**config.mk**
```make
export PLATFORM = sky130hd
export DESIGN_NAME = dram_row_decoder
export DESIGN_NICKNAME = d
export VERILOG_FILES = /design/src/rtl/dram_row_pkg.sv /design/src/rtl/dram_row_regs.sv /design/src/rtl/dram_row_match.sv /design/src/rtl/dram_row_attr.sv /design/src/rtl/dram_row_decoder.sv
export SDC_FILE = /design/constraint.sdc
export NUM_CORES = 1
export LEC_CHECK = 0
export BUFFER_PORTS_ARGS = -buffer_cell sky130_fd_sc_hd__buf_2
export CORE_ASPECT_RATIO = 1.4
export CORE_UTILIZATION = 51
export CTS_BUF_LIST = sky130_fd_sc_hd__clkbuf_2
export CTS_CLUSTER_SIZE = 12
export DETAILED_ROUTE_END_ITERATION = 6
export GPL_TIMING_DRIVEN = 0
export PLACE_DENSITY = 0.89
export SLEW_MARGIN = 20
export SYNTH_ARGS = -nofsm -noshare
export SYNTH_HDL_FRONTEND = slang
export SYNTH_SLANG_ARGS = --single-unit
```
**constraint.sdc**
```tcl
create_clock -name clk -period 2.26 [get_ports clk]
set_clock_uncertainty 0.05 [all_clocks]
set_input_delay 0.226 -clock clk [delete_from_list [all_inputs] [get_ports clk]]
set_output_delay 0.226 -clock clk [all_outputs]
set_load 0.02 [all_outputs]
```
**src/rtl/dram_row_pkg.sv**
```systemverilog
package dram_row_pkg;
    localparam int ROWS      = 4;
    localparam int SIDES     = 2;
    localparam int SOCKETS   = ROWS / SIDES;
    localparam int SPARE     = 2;
    localparam int SLOTS     = ROWS + SPARE + SOCKETS;
    localparam int IDX_W     = $clog2(SLOTS);
    localparam int ATTR_BASE = ROWS + SPARE;
    localparam int DATA_W    = 8;
    localparam int BND_W     = DATA_W;
    localparam int NIB_W     = 4;
    localparam int ATTR_W    = NIB_W * SIDES;
    localparam int ROW_W     = $clog2(ROWS);
    localparam int PAGE_W    = 2;

    typedef enum logic [PAGE_W-1:0] {
        PG_2K  = 2'd0,
        PG_4K  = 2'd1,
        PG_8K  = 2'd2,
        PG_16K = 2'd3
    } page_e;

    typedef struct packed {
        logic             hit;
        logic [ROW_W-1:0] idx;
        logic [ROWS-1:0]  first;
    } match_t;

    function automatic logic nib_is_page(input logic [NIB_W-1:0] nib);
        return nib < NIB_W'(4);
    endfunction

    function automatic page_e nib_to_page(input logic [NIB_W-1:0] nib);
        return page_e'(nib[PAGE_W-1:0]);
    endfunction
endpackage

```
**src/rtl/dram_row_regs.sv**
```systemverilog
module dram_row_regs
    import dram_row_pkg::*;
(
    input  logic                           clk,
    input  logic                           rst,
    input  logic                           wr_en,
    input  logic [IDX_W-1:0]               wr_idx,
    input  logic [DATA_W-1:0]              wr_data,
    output logic [ROWS-1:0][BND_W-1:0]     bnd_q,
    output logic [SOCKETS-1:0][ATTR_W-1:0] attr_q
);
    // Boundary registers, one per row. The spare slots carry no storage.
    for (genvar r = 0; r < ROWS; r++) begin : g_bnd
        always_ff @(posedge clk) begin
            if (rst) begin
                bnd_q[r] <= '0;
            end else if (wr_en && wr_idx == IDX_W'(r)) begin
                bnd_q[r] <= wr_data[BND_W-1:0];
            end
        end
    end

    // Attribute bytes reset to "both sides unpopulated".
    for (genvar s = 0; s < SOCKETS; s++) begin : g_attr
        always_ff @(posedge clk) begin
            if (rst) begin
                attr_q[s] <= '1;
            end else if (wr_en && wr_idx == IDX_W'(ATTR_BASE + s)) begin
                attr_q[s] <= wr_data[ATTR_W-1:0];
            end
        end
    end
endmodule

```
**src/rtl/dram_row_match.sv**
```systemverilog
module dram_row_match
    import dram_row_pkg::*;
#(
    parameter int UNIT_W = 7
) (
    input  logic [UNIT_W-1:0]          unit,
    input  logic [ROWS-1:0][BND_W-1:0] bnd_q,
    output match_t                     match
);
    logic [BND_W-1:0] unit_ext;
    logic [ROWS-1:0]  above;

    assign unit_ext = BND_W'(unit);

    for (genvar r = 0; r < ROWS; r++) begin : g_cmp
        assign above[r] = bnd_q[r] > unit_ext;
    end

    // Lowest index whose cumulative boundary lies above the address.
    always_comb begin
        logic seen;
        seen        = 1'b0;
        match.first = '0;
        match.idx   = '0;
        for (int r = 0; r < ROWS; r++) begin
            if (above[r] && !seen) begin
                match.first[r] = 1'b1;
                match.idx      = ROW_W'(r);
            end
            seen = seen | above[r];
        end
        match.hit = seen;
    end
endmodule

```
**src/rtl/dram_row_attr.sv**
```systemverilog
module dram_row_attr
    import dram_row_pkg::*;
(
    input  logic [SOCKETS-1:0][ATTR_W-1:0] attr_q,
    input  logic [ROW_W-1:0]               idx,
    output logic [NIB_W-1:0]               nib
);
    // Row r sits on socket r/SIDES, side r%SIDES.
    always_comb begin
        nib = '1;
        for (int r = 0; r < ROWS; r++) begin
            if (idx == ROW_W'(r)) begin
                nib = attr_q[r / SIDES][(r % SIDES) * NIB_W +: NIB_W];
            end
        end
    end
endmodule

```
**src/rtl/dram_row_decoder.sv**
```systemverilog
module dram_row_decoder
    import dram_row_pkg::*;
#(
    parameter int ADDR_W   = 32,
    parameter int UNIT_LSB = 25
) (
    input  logic                clk,
    input  logic                rst,
    input  logic                wr_en,
    input  logic [IDX_W-1:0]    wr_idx,
    input  logic [DATA_W-1:0]   wr_data,
    input  logic [ADDR_W-1:0]   addr,
    output logic [ROWS-1:0]     row_sel,
    output logic                miss,
    output logic [PAGE_W-1:0]   page_code
);
    localparam int UNIT_W = ADDR_W - UNIT_LSB;

    logic [ROWS-1:0][BND_W-1:0]     bnd_q;
    logic [SOCKETS-1:0][ATTR_W-1:0] attr_q;
    logic [UNIT_W-1:0]              unit;
    logic                           unused_low;
    match_t                         match;
    logic [NIB_W-1:0]               nib;
    logic                           valid;
    page_e                          page;

    assign unit       = addr[ADDR_W-1:UNIT_LSB];
    assign unused_low = ^addr[UNIT_LSB-1:0];

    dram_row_regs u_regs (
        .clk     (clk),
        .rst     (rst),
        .wr_en   (wr_en),
        .wr_idx  (wr_idx),
        .wr_data (wr_data),
        .bnd_q   (bnd_q),
        .attr_q  (attr_q)
    );

    dram_row_match #(.UNIT_W(UNIT_W)) u_match (
        .unit  (unit),
        .bnd_q (bnd_q),
        .match (match)
    );

    dram_row_attr u_attr (
        .attr_q (attr_q),
        .idx    (match.idx),
        .nib    (nib)
    );

    assign valid     = match.hit && nib_is_page(nib);
    assign page      = valid ? nib_to_page(nib) : PG_2K;
    assign row_sel   = valid ? match.first : '0;
    assign miss      = !valid;
    assign page_code = page;
endmodule

```
==> results <==
- The run finished, with violations left.
- The final reports fail on negative setup slack.
- The instance count of the mapped netlist is approximately 320.
- The count of non-filler cells in the finished layout is roughly 430.
- For this design the ratio of total power to cell area is between 400 and 500 mW/mm².
- The path with the worst hold slack has its endpoint at u_regs.bnd_q[13].
- Counting instances, the worst hold path has a depth of 3.
- The data arrival at the endpoint of the critical path is ~2.6 ns.
- Max-cap violations in this run came to 0.
- The startpoint identified for the worst hold timing path is wr_data[5].
- The clock net in this run drives a total of 48 sinks.
- Yosys mapped a number of flops with a built-in enable equal to 0.
- The worst reg-to-reg setup slack is roughly 1.4 ns.
- Global routing used a little over a quarter of the available tracks across all layers.
- The number of pins exceeding their max-slew limit in the final report was 0.
- The top cell types in the final layout, fill and taps aside, are nand2_1, dfxtp_1, a21oi_1.
- The aggregate global routing overflow is 0.
- The placed instance count is roughly 410.
- The area of combinational cells with multiple inputs is roughly 0.0019 mm².
- The endpoint of the most critical register-to-register path is u_regs.bnd_q[17].
- At the worst endpoint, the required time is a little under 2 ns.
- The class of the tightest hold or removal check is input pin to flip-flop.
- Setup violations remaining at the end of the flow were counted as 7.
- Counting every net in the synthesized netlist gives between 300 and 400.
- The cell that appears most often on the critical path is buf_4.
- Setup repair after global routing could not meet its margin everywhere.
- The initial antenna violation count is 0.
- The core region is between 0.004 and 0.005 mm².
- Counting along the longest clock path gives a buffer depth of 2.
- Dividing the detail-routed via count by the number of cells gives ~5.7.
- The initial standard-cell utilization of the core is a little over half.
- The net count of the finished layout is 440.
- The highest net fanout along the worst path is 3.
- The critical path goes through ha_4, a21o_1, a211oi_2, nand3_1, buf_4, buf_4, a31oi_1, o21ai_1, a22oi_2, nor3_4, buf_6.
- The number of global-route vias before repair is roughly 2.4k.
- The worst setup margin is -0.6436 ns.
- The cell type with the largest total area after synthesis is dfxtp_1.
- The largest net degree at the start of global routing is 15.
- The floorplan has 30 rows.
- The final antenna diode count is 0.
- The average footprint of a synthesized cell is 8.302 µm².
- The worst reg2reg path startpoint is u_regs.bnd_q[17].
- The insertion delay to the later sink of the worst-skew pair is around 0.40 ns.
- The routed design could run at a clock period as short as about 2.9 ns.
- The type of element capturing the critical path is an output pin.
- CTS built an H-tree with a depth of 2.
- The die covers between 0.005 and 0.006 mm².
- Counting flops with an async set or reset pin after synthesis yields a share of 0%.
- The proportion of layout cells with a drive suffix above 1 is approximately 28%.
- The clock slew seen by the registers of the worst setup and hold paths is 0.24 ns.
- In this run the remaining antenna-violating nets after routing total 0.
- The number of buffers inserted during clock tree synthesis is 5.
- The number of distinct library cell variants in the gate-level netlist after synthesis is 43.
- The worst setup path is launched from a flip-flop.
- The total detailed-routing wirelength is ~7.4 mm.
- The post-route cell area is between 0.003 and 0.004 mm².
- The clock tree root driver cell is clkbuf_2.
- The worst path buffer plus inverter count is 3.
- The first global-routing pass estimated ~11 mm of wire.
- The dominant delay contributor by cell family on the critical path is compound AO/OA/AOI/OAI gates.
- The die boundary height is between 80 and 90 µm.
- The first routing iteration left roughly 120 violations.
- Headroom to the max-slew limit came out at roughly 41%.
- The share of the Yosys chip area taken by registers is a little over a third.
- Sorting the synthesized cells by area gives the leading types as dfxtp_1, ha_1, nand2_1, a21oi_1, nand3b_1.
- The count of unresolved DRC violations after routing is 0.
- The clock tree from TritonCTS is done.
- The number of iterations in the first detailed-routing pass is 4.
- The placed instances occupy a cell area of between 0.002 and 0.003 mm².
- The area of all sequential standard cells is 975.9 µm².
- The transition at the pin with the smallest max-transition slack is just under 0.9 ns.
- After layout, the worst path uses 128.5% of the clock period.
- The final hold slack is 0.02836 ns.
- The number of top-level pins is 53.
- The library cell used most frequently in the layout, excluding fill and tap cells, is nand2_1.
- Compared with the post-synthesis result, the final layout area differs by 27.44%.
- The critical path in this run is classified as flip-flop to output pin.
- The detail-routed net length per standard cell is about 17 µm.
- The worst voltage drop across the vdd grid is between 300 and 400 µV.
- The area of the mapped netlist is around 0.0026 mm².
- After legalization and detailed placement, the total HPWL measured ~4.8 mm.
- For this run, the number of Yosys warnings is 0.
- The largest single stage delay on the critical path is 0.39 ns.
- The final weighted congestion of routability-driven global placement is just under 0.9.
- The worst-path cell with the longest stage delay is dfxtp_2.
- The count of cell instances traversed by the critical path is 11.
- The area share of the largest cell type after synthesis is 36.40%.
- Synthesis inferred 48 register bits.
- Among all flip-flop cells after synthesis, the most frequent one is dfxtp_1.
- The routed layout has 2468 vias.
- The static leakage power is 1.392 nW.
- The filler cells instantiated in the layout total 400.
- The final hold violation count is 0.
- The number of hold buffers added after CTS was 0.
- During placement, the flow inserted port buffers numbering 26.
- The depth of the most critical reg-to-reg path is 3.
- The horizontal die dimension is approximately 63 µm.
- The fmax is 344.4 MHz.
[area by class of cell]
| type | count | area share [%] |
|---|---|---|
| Timing Repair Buffer | 42 | 9.260 |
| Inverter | 11 | 1.339 |
| Multi-Input combinational cell | 249 | 55.08 |
| Sequential cell | 48 | 29.01 |
| Clock inverter | 2 | 1.041 |
| Tap cell | 64 | 2.380 |
| Clock buffer | 6 | 0.8925 |
| Buffer | 9 | 1.004 |
[metal layers]
metal | global-route usage (%) | vias to the layer above | wire [µm]
met5 | 0 | - | 0
met4 | 13.74 | 0 | 323
met3 | 4.319 | 25 | 448
met2 | 50.30 | 90 | 3757
met1 | 30.31 | 1145 | 2880
li1 | - | 1208 | -
[worst register-to-register path, stage by stage, from the launching register on]
cell     delay, ns
dfxtp_2       0.38
buf_4         0.13
mux2i_1       0.12
nor2_1        0.06
[sequential cells by signal, summed over array words and instances (netlist names)]
| name | cells |
|---|---|
| u_regs.attr_q | 16 |
| u_regs.bnd_q | 32 |
[logic make-up (layout without fill, tap and decap cells)]
| kind of cell | count (synthesis) | after routing | synth area share [%] |
|---|---|---|---|
| simple gates | 154 | 154 | 29.34 |
| compound gates | 58 | 58 | 14.26 |
| flops | 48 | 48 | 36.40 |
| fa+ha+maj | 28 | 28 | 13.27 |
| buf+inv | 21 | 70 | 3.270 |
| mux | 9 | 9 | 3.460 |
[how the worst max path moves through the flow]
stage	from	end	slack, ns
3_5_place_dp	addr[31]	page_code[0]	-0.51
4_1_cts	u_regs.bnd_q[14]	page_code[0]	-0.57
6_report	u_regs.bnd_q[21]	page_code[0]	-0.64
3_3_place_gp	addr[31]	page_code[0]	-0.46
2_1_floorplan	addr[30]	page_code[0]	-0.11
5_1_grt	u_regs.bnd_q[21]	page_code[0]	-0.74
[through the flow]
step | total power [mW] | setup WS, ns | TNS, ns | util [%]
2_1_floorplan | 1.046 | -0.1120 | -0.1972 | -
3_3_place_gp | 1.118 | -0.4611 | -1.781 | 58.91
3_5_place_dp | 1.128 | -0.5114 | -1.927 | 58.91
4_1_cts | 1.609 | -0.5700 | -2.720 | 64.58
5_1_grt | 1.718 | -0.7427 | -3.985 | 68.42
6_report | 1.657 | -0.6436 | -3.163 | 68.42
[repair_timing]
action | 4_1_cts | 5_1_grt
setup buffers | 7 | 9
endpoints found under the setup margin | 7 | 7
pin swaps | 21 | 20
resized for setup | 37 | 25
[where the power goes]
part           switching, mW  leakage, nW  internal, mW  total (mW)
clock network          0.277       0.0430         0.190       0.467
registers             0.0185        0.396         0.872       0.890
logic                  0.176        0.954         0.124       0.300
total                  0.471         1.39          1.19        1.66
[synth_stat cells (2+ instances only)]
cell type,instances
nor3_1,3
mux2i_1,8
a21o_1,3
a22oi_1,2
nand3b_1,17
nand2b_1,2
nor3_2,2
inv_1,11
nand2_1,88
nor4_1,3
o21a_1,3
clkbuf_1,9
a211o_1,2
a31oi_1,2
nand3_1,2
o211ai_1,3
nand4b_1,3
a21oi_1,31
and3_1,2
a211oi_1,2
nor2_1,15
or2_2,2
nand4_1,4
ha_1,28
nor2b_1,3
dfxtp_1,48
o21ai_0,4
No activity file was read; power rests on OpenSTA's default activity.
